File: src/rtl/vif_ctl.sv
module vif_ctl #(
  parameter int PL_W  = 2,
  parameter int CAP_W = 32
) (
  input  logic             clk,
  input  logic             rst_n,
  input  logic             ext_en,
  input  logic             vmode,
  input  logic [PL_W-1:0]  iopl,
  input  logic [PL_W-1:0]  cpl,
  input  logic             dec_valid,
  input  logic             dec_op,
  input  logic             boundary,
  input  logic             intr_req,
  input  logic             vip_we,
  input  logic             vip_wd,
  output logic             if_flag,
  output logic             vif_flag,
  output logic             vip_flag,
  output logic             gp_fault,
  output logic             int_take,
  output logic [CAP_W-1:0] cap_word
);
  localparam logic [PL_W-1:0] PL_MAX = '1;

  logic take_now, dec_go, virt, priv_ok, fault_now;

  assign take_now  = boundary & intr_req & if_flag;
  assign dec_go    = dec_valid & ~take_now;
  assign virt      = vmode & ext_en;
  assign priv_ok   = vmode ? (iopl == PL_MAX) : (cpl <= iopl);
  assign fault_now = dec_go & ~virt & ~priv_ok;

  assign cap_word  = {{(CAP_W-2){1'b0}}, 1'b1, 1'b0};

  always_ff @(posedge clk) begin
    if (!rst_n) begin
      if_flag  <= 1'b0;
      vif_flag <= 1'b0;
      vip_flag <= 1'b0;
      gp_fault <= 1'b0;
      int_take <= 1'b0;
    end else begin
      int_take <= take_now;
      gp_fault <= fault_now;
      if (dec_go && virt)             vif_flag <= dec_op;
      if (dec_go && !virt && priv_ok) if_flag  <= dec_op;
      if (vip_we)                     vip_flag <= vip_wd;
    end
  end
endmodule


File: config.mk
export PLATFORM = sky130hd
export DESIGN_NAME = vif_ctl
export DESIGN_NICKNAME = d
export VERILOG_FILES = /design/src/rtl/vif_ctl.sv
export SDC_FILE = /design/constraint.sdc
export NUM_CORES = 1
export LEC_CHECK = 0
export BUFFER_PORTS_ARGS = -buffer_cell sky130_fd_sc_hd__buf_2
export CORE_UTILIZATION = 25
export CTS_CLUSTER_SIZE = 20
export DETAILED_ROUTE_END_ITERATION = 16
export GPL_TIMING_DRIVEN = 0
export PLACE_DENSITY = 0.58
export SLEW_MARGIN = 5
export SYNTH_ARGS = -nofsm -noshare
export SYNTH_HDL_FRONTEND = slang
export SYNTH_SLANG_ARGS = --single-unit
File: constraint.sdc
create_clock -name clk -period 1.3 [get_ports clk]
set_input_delay 0.325 -clock clk [delete_from_list [all_inputs] [get_ports clk]]
set_output_delay 0.325 -clock clk [all_outputs]
set_load 0.01 [all_outputs]
# After elaboration in Yosys (flattened, before gate mapping)
# Index checks and enable logic that the tools add are counted.
[word_totals]
ff_bits = 5
latchBits = 0
ramBits = 0
mem_bits_ro = 0
in_bits = 14
wordCells = 21
memories = 0
[op_classes]
n_addsub = 0
multipliers = 0
n_div = 0
order_cmp = 1
n_eq_ne = 1
n_shift = 0
muxes = 1
bitwise = 9
n_reduce_logical = 4
[ops]
columns = ["op", "count"]
rows = [
  ["1-bit AND", 6],
  ["1-bit logical AND", 3],
  ["1-bit inverter", 3],
  ["2-bit == test (second input constant)", 1],
  ["2-bit less-or-equal comparator", 1],
  ["1-bit zero test", 1],
  ["1-bit 2-to-1 mux", 1],
]

# Longest topological paths before layout
# Gate-level depths: netlist of the first run.
[depth]
depth_word = 6
mapped_depth = 6
depth_no_buf = 6

# Worst setup path before layout of the first run
# No wires, ideal clock.
[synth_path]
path_kind = "input to register"
startpoint = "in iopl[1]"
endpoint = "reg if_flag"
setup_ns = 0.119
t_arrival_ns = 1.086
path_slack_ns = 0.095
cell_stages = 6
n_path_buf = 0
cell_sequence = "inv_1 ha_1 nor2b_1 o21ai_2 nand3b_1 mux2i_1"
[synth_between]
elab_chain_len = 3
[synth_lines]
columns = ["item", "line", "text"]
rows = [
  ["from (decl)", "9", "input logic [PL_W-1:0] iopl,"],
  ["2-bit less-or-equal comparator or 2-bit == test (tied branches)", "31", "assign priv_ok = vmode ? (iopl == PL_MAX) : (cpl <= iopl);"],
  ["1-bit 2-to-1 mux (*)", "31", ""],
  ["1-bit logical AND (*)", "47", "if (dec_go && !virt && priv_ok) if_flag <= dec_op;"],
  ["to (signal assigned)", "47", ""],
  ["to (decl)", "17", "output logic if_flag,"],
]
# Every way passes the cells marked *; elsewhere a longest branch is shown, timed or not.
# A chain may end at the register's enable or synchronous reset.

# Worst setup path after layout of the first run
# Same ends and word-level chain as after synthesis.

==> impl_metrics.py, run 1 <==
metrics = {
    "synthesis": {
        "synth_simple_gate_area_share_pct": 13.0,
        "synthTopCellsByArea": "buf_4 48%, dfxtp_1 20%, mux2i_1 6.0%, ha_1 5.0%, nand2_1 3.8%",
        "synth_cell_types": 16,
        "synth_compound_area_share_pct": 4.25,
        "yosys_warnings": 0,
        "synthXorXnorAreaFrac_pct": 0,
        "synthCells": 63,
        "synth_area_per_cell_um2": 7.94,
        "syn_area_um2": 500,
        "synth_top_family_by_area": "buffers and inverters",
        "synthMuxAreaShare_pct": 6.00,
        "ys_seq_area_share_pct": 20.0,
        "synth-seq-cells": 5,
        "synth_top_area_share_pct": 48.0,
        "synthAdderAreaFrac_pct": 5.00,
        "yosys.area.top_type": "buf_4",
    },
    "clock_tree": {
        "cts.root.buffer_cell": "clkbuf_4",
        "cts_tree": "done",
        "post_cts_buffers": 0,
        "cts_sinks": 5,
        "h-tree-depth": 1,
        "cts_buffer_depth": 2,
        "hold_buffers": 0,
        "clk_pin_slew_ps": 40,
        "numCtsBuffers": 3,
        "clk_latency_ps": 240,
        "ctsResizeCount": 0,
    },
    "power": {
        "power_uw": 527,
        "combPwrFrac_pct": 35.0,
        "p_int_uw": 373,
        "p_sw_uw": 154,
        "clkPwrFrac_pct": 33.9,
        "seq_power_share_pct": 31.1,
        "power_density_mw_per_mm2": 693,
        "switching_share_pct": 29.2,
        "leakagePower_uw": 0.000494,
        "ir_drop_mv": 0.454,
    },
    "floorplanning": {
        "die_area_mm2": 0.00218,
        "dieWidth_um": 46.7,
        "fp.dieH_um": 46.7,
        "ios": 51,
        "initial_utilization_pct": 27.8,
        "core_mm2": 0.00180,
        "num_rows": 15,
    },
    "layout": {
        "syn2layout_area_growth_pct": 52.0,
        "final_cell_area_um2": 761,
        "antennaDiodeCount": 0,
        "layout-drive-gt1-share_pct": 47.8,
        "num-fill-cells": 197,
        "num-nets-final": 132,
    },
    "sta": {
        "fin_crit_sh_pct": 86.5,
        "setup-tns-final_ps": 0,
        "hold_viol_final": 0,
        "skew_ps": 1.07,
        "rsz0062_at_grt": "false",
        "max_freq_ghz": 0.889,
        "setup_violations": 0,
        "drv_slew": 0,
        "fin_crit_ps": 1120,
    },
    "global_routing": {
        "grt_max_degree": 5,
        "grt.met1_usage_pct": 7.23,
        "use_met2_pct": 16.4,
        "antenna_found_initial": 0,
        "grt_use_met3_pct": 8.08,
        "grt_busiest_layer": "met2",
        "grt_pass1_vias": 350,
        "overflow": 0,
        "grt_use_total_pct": 9.26,
        "grt_pass1_wl_um": 1300,
    },
    "critical_path": {
        "critPathKind": "in2reg",
        "start_kind": "input pin",
        "required_ps": 1430,
        "cp_max_fo": 2,
        "reg2reg_depth": 4,
        "cp-end-kind": "register",
        "arrival_ps": 1250,
    },
    "status": {
        "outcome": "completed",
    },
    "worst_hold_path": {
        "hold_class": "in2reg",
        "holdPathStages": 3,
    },
    "place": {
        "numPortBuffers": 18,
        "hpwl_um": 786,
        "gp_congestion": 0.674,
        "place_area_um2": 734,
    },
    "route": {
        "vias": 440,
        "viasPerCell": 3.14,
        "drc_errors": 0,
        "drt-total-wl_um": 880,
        "drtIter0Drc": 2,
        "wl_per_cell_um": 6.29,
        "drt_first_pass_iters": 2,
        "ant_nets": 0,
    },
    "run": {
        "cap_violations": 0,
    },
}
-- logic make-up after synthesis --
logic type	Yosys count
buffers and inverters	35
AND/OR/NAND/NOR	13
flip-flops	5
AO/OA/AOI/OAI	3
multiplexers	3
adder cells (fa/ha/maj)	2
other	2
-- critical path, stage by stage --
cell and delay (ps):
buf_2 90, inv_1 40, ha_1 300, nor2b_1 150, o21ai_2 120, nand3b_1 110
mux2i_1 130
-- flip-flops by register name, summed over array words and instances (netlist names) --
register / count
int_take: 1
vif_flag: 1
gp_fault: 1
if_flag: 1
vip_flag: 1
-- per-stage QoR --
stage               worst slack (ps)  utilization, %  cells  hold WS, ps
finish                           175            42.2    140          331
global placement               -42.7            40.8    136          479
detailed placement             -79.1            40.8    136          484
floorplan                       95.3               -     93          464
CTS                              175            42.2    140          323
global route                     121            42.2    140          312
-- cell usage after synthesis, drive strengths merged --
| master | instances |
|---|---|
| nor2b | 1 |
| a21oi | 1 |
| buf | 32 |
| mux2i | 3 |
| nand3b | 1 |
| conb | 2 |
| inv | 3 |
| nand2 | 5 |
| ha | 2 |
| dfxtp | 5 |
| a211oi | 1 |
| nand4 | 1 |
| nand3 | 2 |
| nor2 | 3 |
| o21ai | 1 |
-- routing by layer --
metal | vias to the layer above | part of all wire, %
li1 | 240 | -
met1 | 166 | 36
met2 | 34 | 48
met3 | 0 | 15
met4 | 0 | 0
met5 | - | 0
-- power by group through the flow --
stage	clock [µW]	sequential (µW)	combinational [µW]
after global routing	206	164	205
after floorplan	0	169	142
after CTS	187	164	181
after detailed placement	0	167	181
final	179	164	184
after global placement	0	166	178
-- cells in the final DEF, fill, tap and decap left out, types with 2 or more instances in the layout --
| master | netlist | routed |
|---|---|---|
| buf_2 | 0 | 18 |
| ha_1 | 2 | 2 |
| inv_1 | 3 | 3 |
| buf_4 | 32 | 32 |
| clkbuf_4 | 0 | 3 |
| nand2_1 | 5 | 5 |
| nor2_1 | 3 | 3 |
| conb_1 | 2 | 32 |
| dfxtp_1 | 5 | 5 |
| mux2i_1 | 3 | 3 |
-- path summary, 6_finish.rpt --
| path | start | to | slack [ps] |
|---|---|---|---|
| max | iopl[1] | if_flag$_SDFFE_PN0P_ | 180 |
| min | vip_wd | vip_flag$_SDFFE_PN0P_ | 330 |
| max reg2reg | if_flag$_SDFFE_PN0P_ | if_flag$_SDFFE_PN0P_ | 340 |
| min reg2reg | vip_flag$_SDFFE_PN0P_ | vip_flag$_SDFFE_PN0P_ | 500 |
-- cell type report --
cell class                 instances  area, µm²  area share [%]
sequential                         5        100            13.2
buffer                            32        240            31.6
inverter                           3       11.3            1.48
clock buffer                       4       26.3            3.45
tap                               25       31.3            4.11
timing repair buffer              18       90.1            11.8
multi-input combinational         53        262            34.4
No activity file was read; power rests on OpenSTA's default activity.
==> inputs of run 2 (changes only) <==
PLACE_DENSITY = 0.56   (was 0.58)
clock period = 1.1 ns   (was 1.3 ns; I/O delays follow)
==> run 2 against run 1 <==
- routed wire length down 7.3%
- core utilization up 1.3 points
- combinational power rose by 26%
- cell count did not move
- sequential share of layout area shrank 0.40 points
- register-to-register slack worse by 170 ps
- die area unchanged
- hold slack worse by 54 ps
- clock-buffer cell count stayed put
- clock skew shrank 0.54 ps
- setup slack worse by 91 ps
- power is 20% higher
- highest routed layer unchanged
==> impl_metrics.py, run 2 (synthesis results as in run 1) <==
metrics = {
    "global_routing": {
        "grt_pass1_wl_um": 1170,
        "grt_pass1_vias": 308,
        "grt_use_total_pct": 8.06,
        "overflow": 0,
        "grt_max_degree": 5,
        "antenna_found_initial": 0,
    },
    "place": {
        "place_area_um2": 758,
        "numPortBuffers": 18,
        "placed_cells": 136,
        "gp_congestion": 0.612,
        "hpwl_um": 761,
    },
    "route": {
        "ant_nets": 0,
        "vias": 429,
        "drtIter0Drc": 2,
        "viasPerCell": 3.06,
        "drt-total-wl_um": 816,
        "drc_errors": 0,
        "drt_first_pass_iters": 2,
        "wl_per_cell_um": 5.83,
    },
    "clock_tree": {
        "ctsResizeCount": 0,
        "hold_buffers": 0,
        "cts_tree": "done",
        "clk_latency_ps": 240,
        "numCtsBuffers": 3,
        "h-tree-depth": 1,
        "cts.root.buffer_cell": "clkbuf_4",
        "post_cts_buffers": 0,
        "clk_pin_slew_ps": 40,
        "cts_sinks": 5,
        "cts_buffer_depth": 2,
    },
    "critical_path": {
        "arrival_ps": 740,
        "cp_top_family": "flip-flops",
        "slowest_stage": "dfxtp_1",
        "crit_path_cell_trace": "buf_2",
        "slowest_delay_ps": 360,
        "cp-end-kind": "primary output",
        "cp_max_fo": 3,
        "start_kind": "register",
        "required_ps": 820,
        "crit_buf_inv": 1,
        "critPathKind": "reg2out",
    },
    "floorplanning": {
        "initial_utilization_pct": 27.8,
        "ios": 51,
        "fp.dieH_um": 46.7,
        "core_mm2": 0.00180,
        "die_area_mm2": 0.00218,
        "num_rows": 15,
        "dieWidth_um": 46.7,
    },
    "sta": {
        "rsz0062_at_grt": "false",
        "setup_violations": 0,
        "fin_crit_sh_pct": 92.3,
        "skew_ps": 0.533,
        "drv_slew": 0,
        "fin_crit_ps": 1020,
        "max_freq_ghz": 0.985,
        "hold_viol_final": 0,
    },
    "layout": {
        "final_cell_area_um2": 785,
        "antennaDiodeCount": 0,
        "num-nets-final": 132,
        "final_cell_mix": "32 x buf_4, 32 x conb_1, 18 x buf_2, 5 x nand2_1, 5 x dfxtp_1",
        "syn2layout_area_growth_pct": 56.7,
        "layout-drive-gt1-share_pct": 51.3,
        "layout.cells.non_filler": 140,
    },
    "worst_hold_path": {
        "hold_class": "in2reg",
    },
    "power": {
        "ir_drop_mv": 0.591,
        "power_density_mw_per_mm2": 807,
        "leakagePower_uw": 0.000499,
    },
    "status": {
        "outcome": "completed",
    },
    "run": {
        "cap_violations": 0,
    },
}
run 2: metrics by stage:
step / total power, µW / setup TNS (ps) / hold slack (ps) / util (%) / worst slack [ps]
floorplan: 380 / 0 / 414 / - / 6.39
global placement: 421 / -220 / 476 / 42.1 / -145
detailed placement: 424 / -267 / 477 / 42.1 / -163
CTS: 640 / 0 / 276 / 43.5 / 70.9
global route: 687 / 0 / 269 / 43.5 / 28.7
finish: 633 / 0 / 277 / 43.5 / 84.5
run 2: routing by layer:
metal  part of all wire (%)  wire length (µm)  GRT usage, %
met5                      0                 0             0
met4                      0                 0          1.71
met3                     19               152          7.31
met2                     45               369          13.1
met1                     36               294          7.67
run 2: final timing paths:
kind | to | startpoint | slack (ps) | depth (start not counted)
worst max-delay path | if_flag | if_flag$_SDFFE_PN0P_ | 80 | 1
worst min-delay path | vip_flag$_SDFFE_PN0P_ | vip_wd | 280 | 3
worst max register to register | if_flag$_SDFFE_PN0P_ | if_flag$_SDFFE_PN0P_ | 170 | 4
worst min register to register | vip_flag$_SDFFE_PN0P_ | vip_flag$_SDFFE_PN0P_ | 480 | 2
run 2: power breakdown:
group | internal, µW | leakage, µW | switching [µW]
sequential | 190 | 0.0000408 | 3.51
clock | 137 | 0.0000150 | 72.8
combinational | 123 | 0.000443 | 107
run 2: layout make-up:
class / instances / area (µm²)
timing repair buffer: 18 / 90.1
tap: 25 / 31.3
multi-input combinational: 53 / 285
buffer: 32 / 240
inverter: 3 / 11.3
clock buffer: 4 / 26.3
sequential: 5 / 100
fill: 194 / 1020
==> inputs of run 3 (changes only) <==
PLACE_DENSITY = 0.66   (was 0.56)
TNS_END_PERCENT = 10   (was default)
==> run 3 against run 2 <==
- clock skew barely moved
- non-clock buffer count did not move
- register-to-register slack barely moved
- power rose by 0.59%
- clock-buffer cell count did not move
- sequential power barely moved
- routed wire length rose by 7.4%
- flip-flop and latch count did not move
- hold slack improved by 4.1 ps
- global-route usage fell by 0.079 points
- design area did not move
- sequential share of layout area did not move
- critical endpoint unchanged
==> impl_metrics.py, run 3 (synthesis results as in run 1) <==
metrics = {
    "floorplanning": {
        "fp.dieH_um": 46.7,
        "ios": 51,
        "die_area_mm2": 0.00218,
        "num_rows": 15,
        "initial_utilization_pct": 27.8,
        "core_mm2": 0.00180,
        "dieWidth_um": 46.7,
    },
    "place": {
        "placed_cells": 136,
        "numPortBuffers": 18,
        "hpwl_um": 810,
        "place_ws_ps": -173,
        "gp_congestion": 0.705,
    },
    "critical_path": {
        "r2r-start": "if_flag$_SDFFE_PN0P_",
        "cp_max_fo": 3,
        "required_ps": 820,
        "cp-end-kind": "primary output",
        "arrival_ps": 740,
        "crit_path_cell_trace": "buf_2",
        "crit_buf_inv": 1,
        "slowest_stage": "dfxtp_1",
        "start_kind": "register",
        "slowest_delay_ps": 350,
        "critPathKind": "reg2out",
        "startpoint": "if_flag$_SDFFE_PN0P_",
        "cp_top_family": "flip-flops",
    },
    "clock_tree": {
        "hold_buffers": 0,
        "numCtsBuffers": 3,
        "cts.root.buffer_cell": "clkbuf_4",
        "h-tree-depth": 1,
        "cts_buffer_depth": 2,
        "cts_sinks": 5,
        "clk_latency_ps": 240,
        "ctsResizeCount": 0,
        "cts_tree": "done",
        "post_cts_buffers": 0,
        "clk_pin_slew_ps": 40,
    },
    "route": {
        "drt-total-wl_um": 876,
        "drc_errors": 0,
        "drtIter0Drc": 3,
        "wl_per_cell_um": 6.26,
        "drt_first_pass_iters": 4,
        "viasPerCell": 3.06,
        "vias": 428,
        "ant_nets": 0,
    },
    "sta": {
        "fin_crit_sh_pct": 92.4,
        "skew_ps": 0.368,
        "setup_ws_ps": 83.4,
        "rsz0062_at_grt": "false",
        "setup-tns-final_ps": 0,
        "hold_viol_final": 0,
        "drv_slew": 0,
        "fin_crit_ps": 1020,
        "setup_violations": 0,
        "max_freq_ghz": 0.984,
    },
    "global_routing": {
        "grt_max_degree": 5,
        "grt_pass1_vias": 301,
        "antenna_found_initial": 0,
        "grt_pass1_wl_um": 1110,
        "overflow": 0,
        "grt_use_total_pct": 7.98,
    },
    "power": {
        "leakagePower_uw": 0.000499,
        "ir_drop_mv": 0.514,
        "power_density_mw_per_mm2": 812,
    },
    "layout": {
        "syn2layout_area_growth_pct": 56.7,
        "antennaDiodeCount": 0,
        "layout.cells.non_filler": 140,
        "final_cell_mix": "32 x buf_4, 32 x conb_1, 18 x buf_2, 5 x nand2_1, 5 x dfxtp_1",
        "num-nets-final": 132,
        "layout-drive-gt1-share_pct": 51.3,
    },
    "worst_hold_path": {
        "hold_class": "in2reg",
        "holdCritStartpoint": "vip_wd",
    },
    "status": {
        "outcome": "completed",
    },
    "run": {
        "cap_violations": 0,
    },
}
-- run 3: per-layer routing --
metal	up-vias	wire length (µm)	track usage (%)	part of all wire, %
met5	-	0	0	0
met4	0	0	3.43	0
met3	0	146	7.69	17
met2	27	476	14.2	54
met1	163	253	5.58	29
li1	238	-	-	-
-- run 3: through the flow --
stage	util, %	power [µW]	cell area [µm²]	hold WS (ps)
2_1_floorplan	-	380	637	414
3_3_place_gp	42.1	421	758	472
3_5_place_dp	42.1	425	758	488
4_1_cts	43.5	646	785	277
5_1_grt	43.5	693	785	282
6_report	43.5	637	785	281
-- run 3: power by group --
part           internal, µW  total (µW)  switching, µW
sequential              190         193           3.53
combinational           124         232            108
clock                   137         212           74.9
total                   450         637            187
-- run 3: cell type report --
cell class	instances	area [µm²]
Multi-Input combinational cell	53	285
Timing Repair Buffer	18	90.1
Inverter	3	11.3
Tap cell	25	31.3
Fill cell	187	1020
Clock buffer	4	26.3
Sequential cell	5	100
Buffer	32	240
-- run 3: worst paths after layout --
check | end | cells past startpoint | slack [ps]
max | if_flag | 1 | 80
min | vip_flag$_SDFFE_PN0P_ | 3 | 280
max reg2reg | if_flag$_SDFFE_PN0P_ | 4 | 170
min reg2reg | int_take$_SDFF_PN0_ | 2 | 490
-- run 3: tightest hold or removal path, stage by stage --
cell	delay, ps
buf_2	80
mux2i_1	60
nor2_1	70
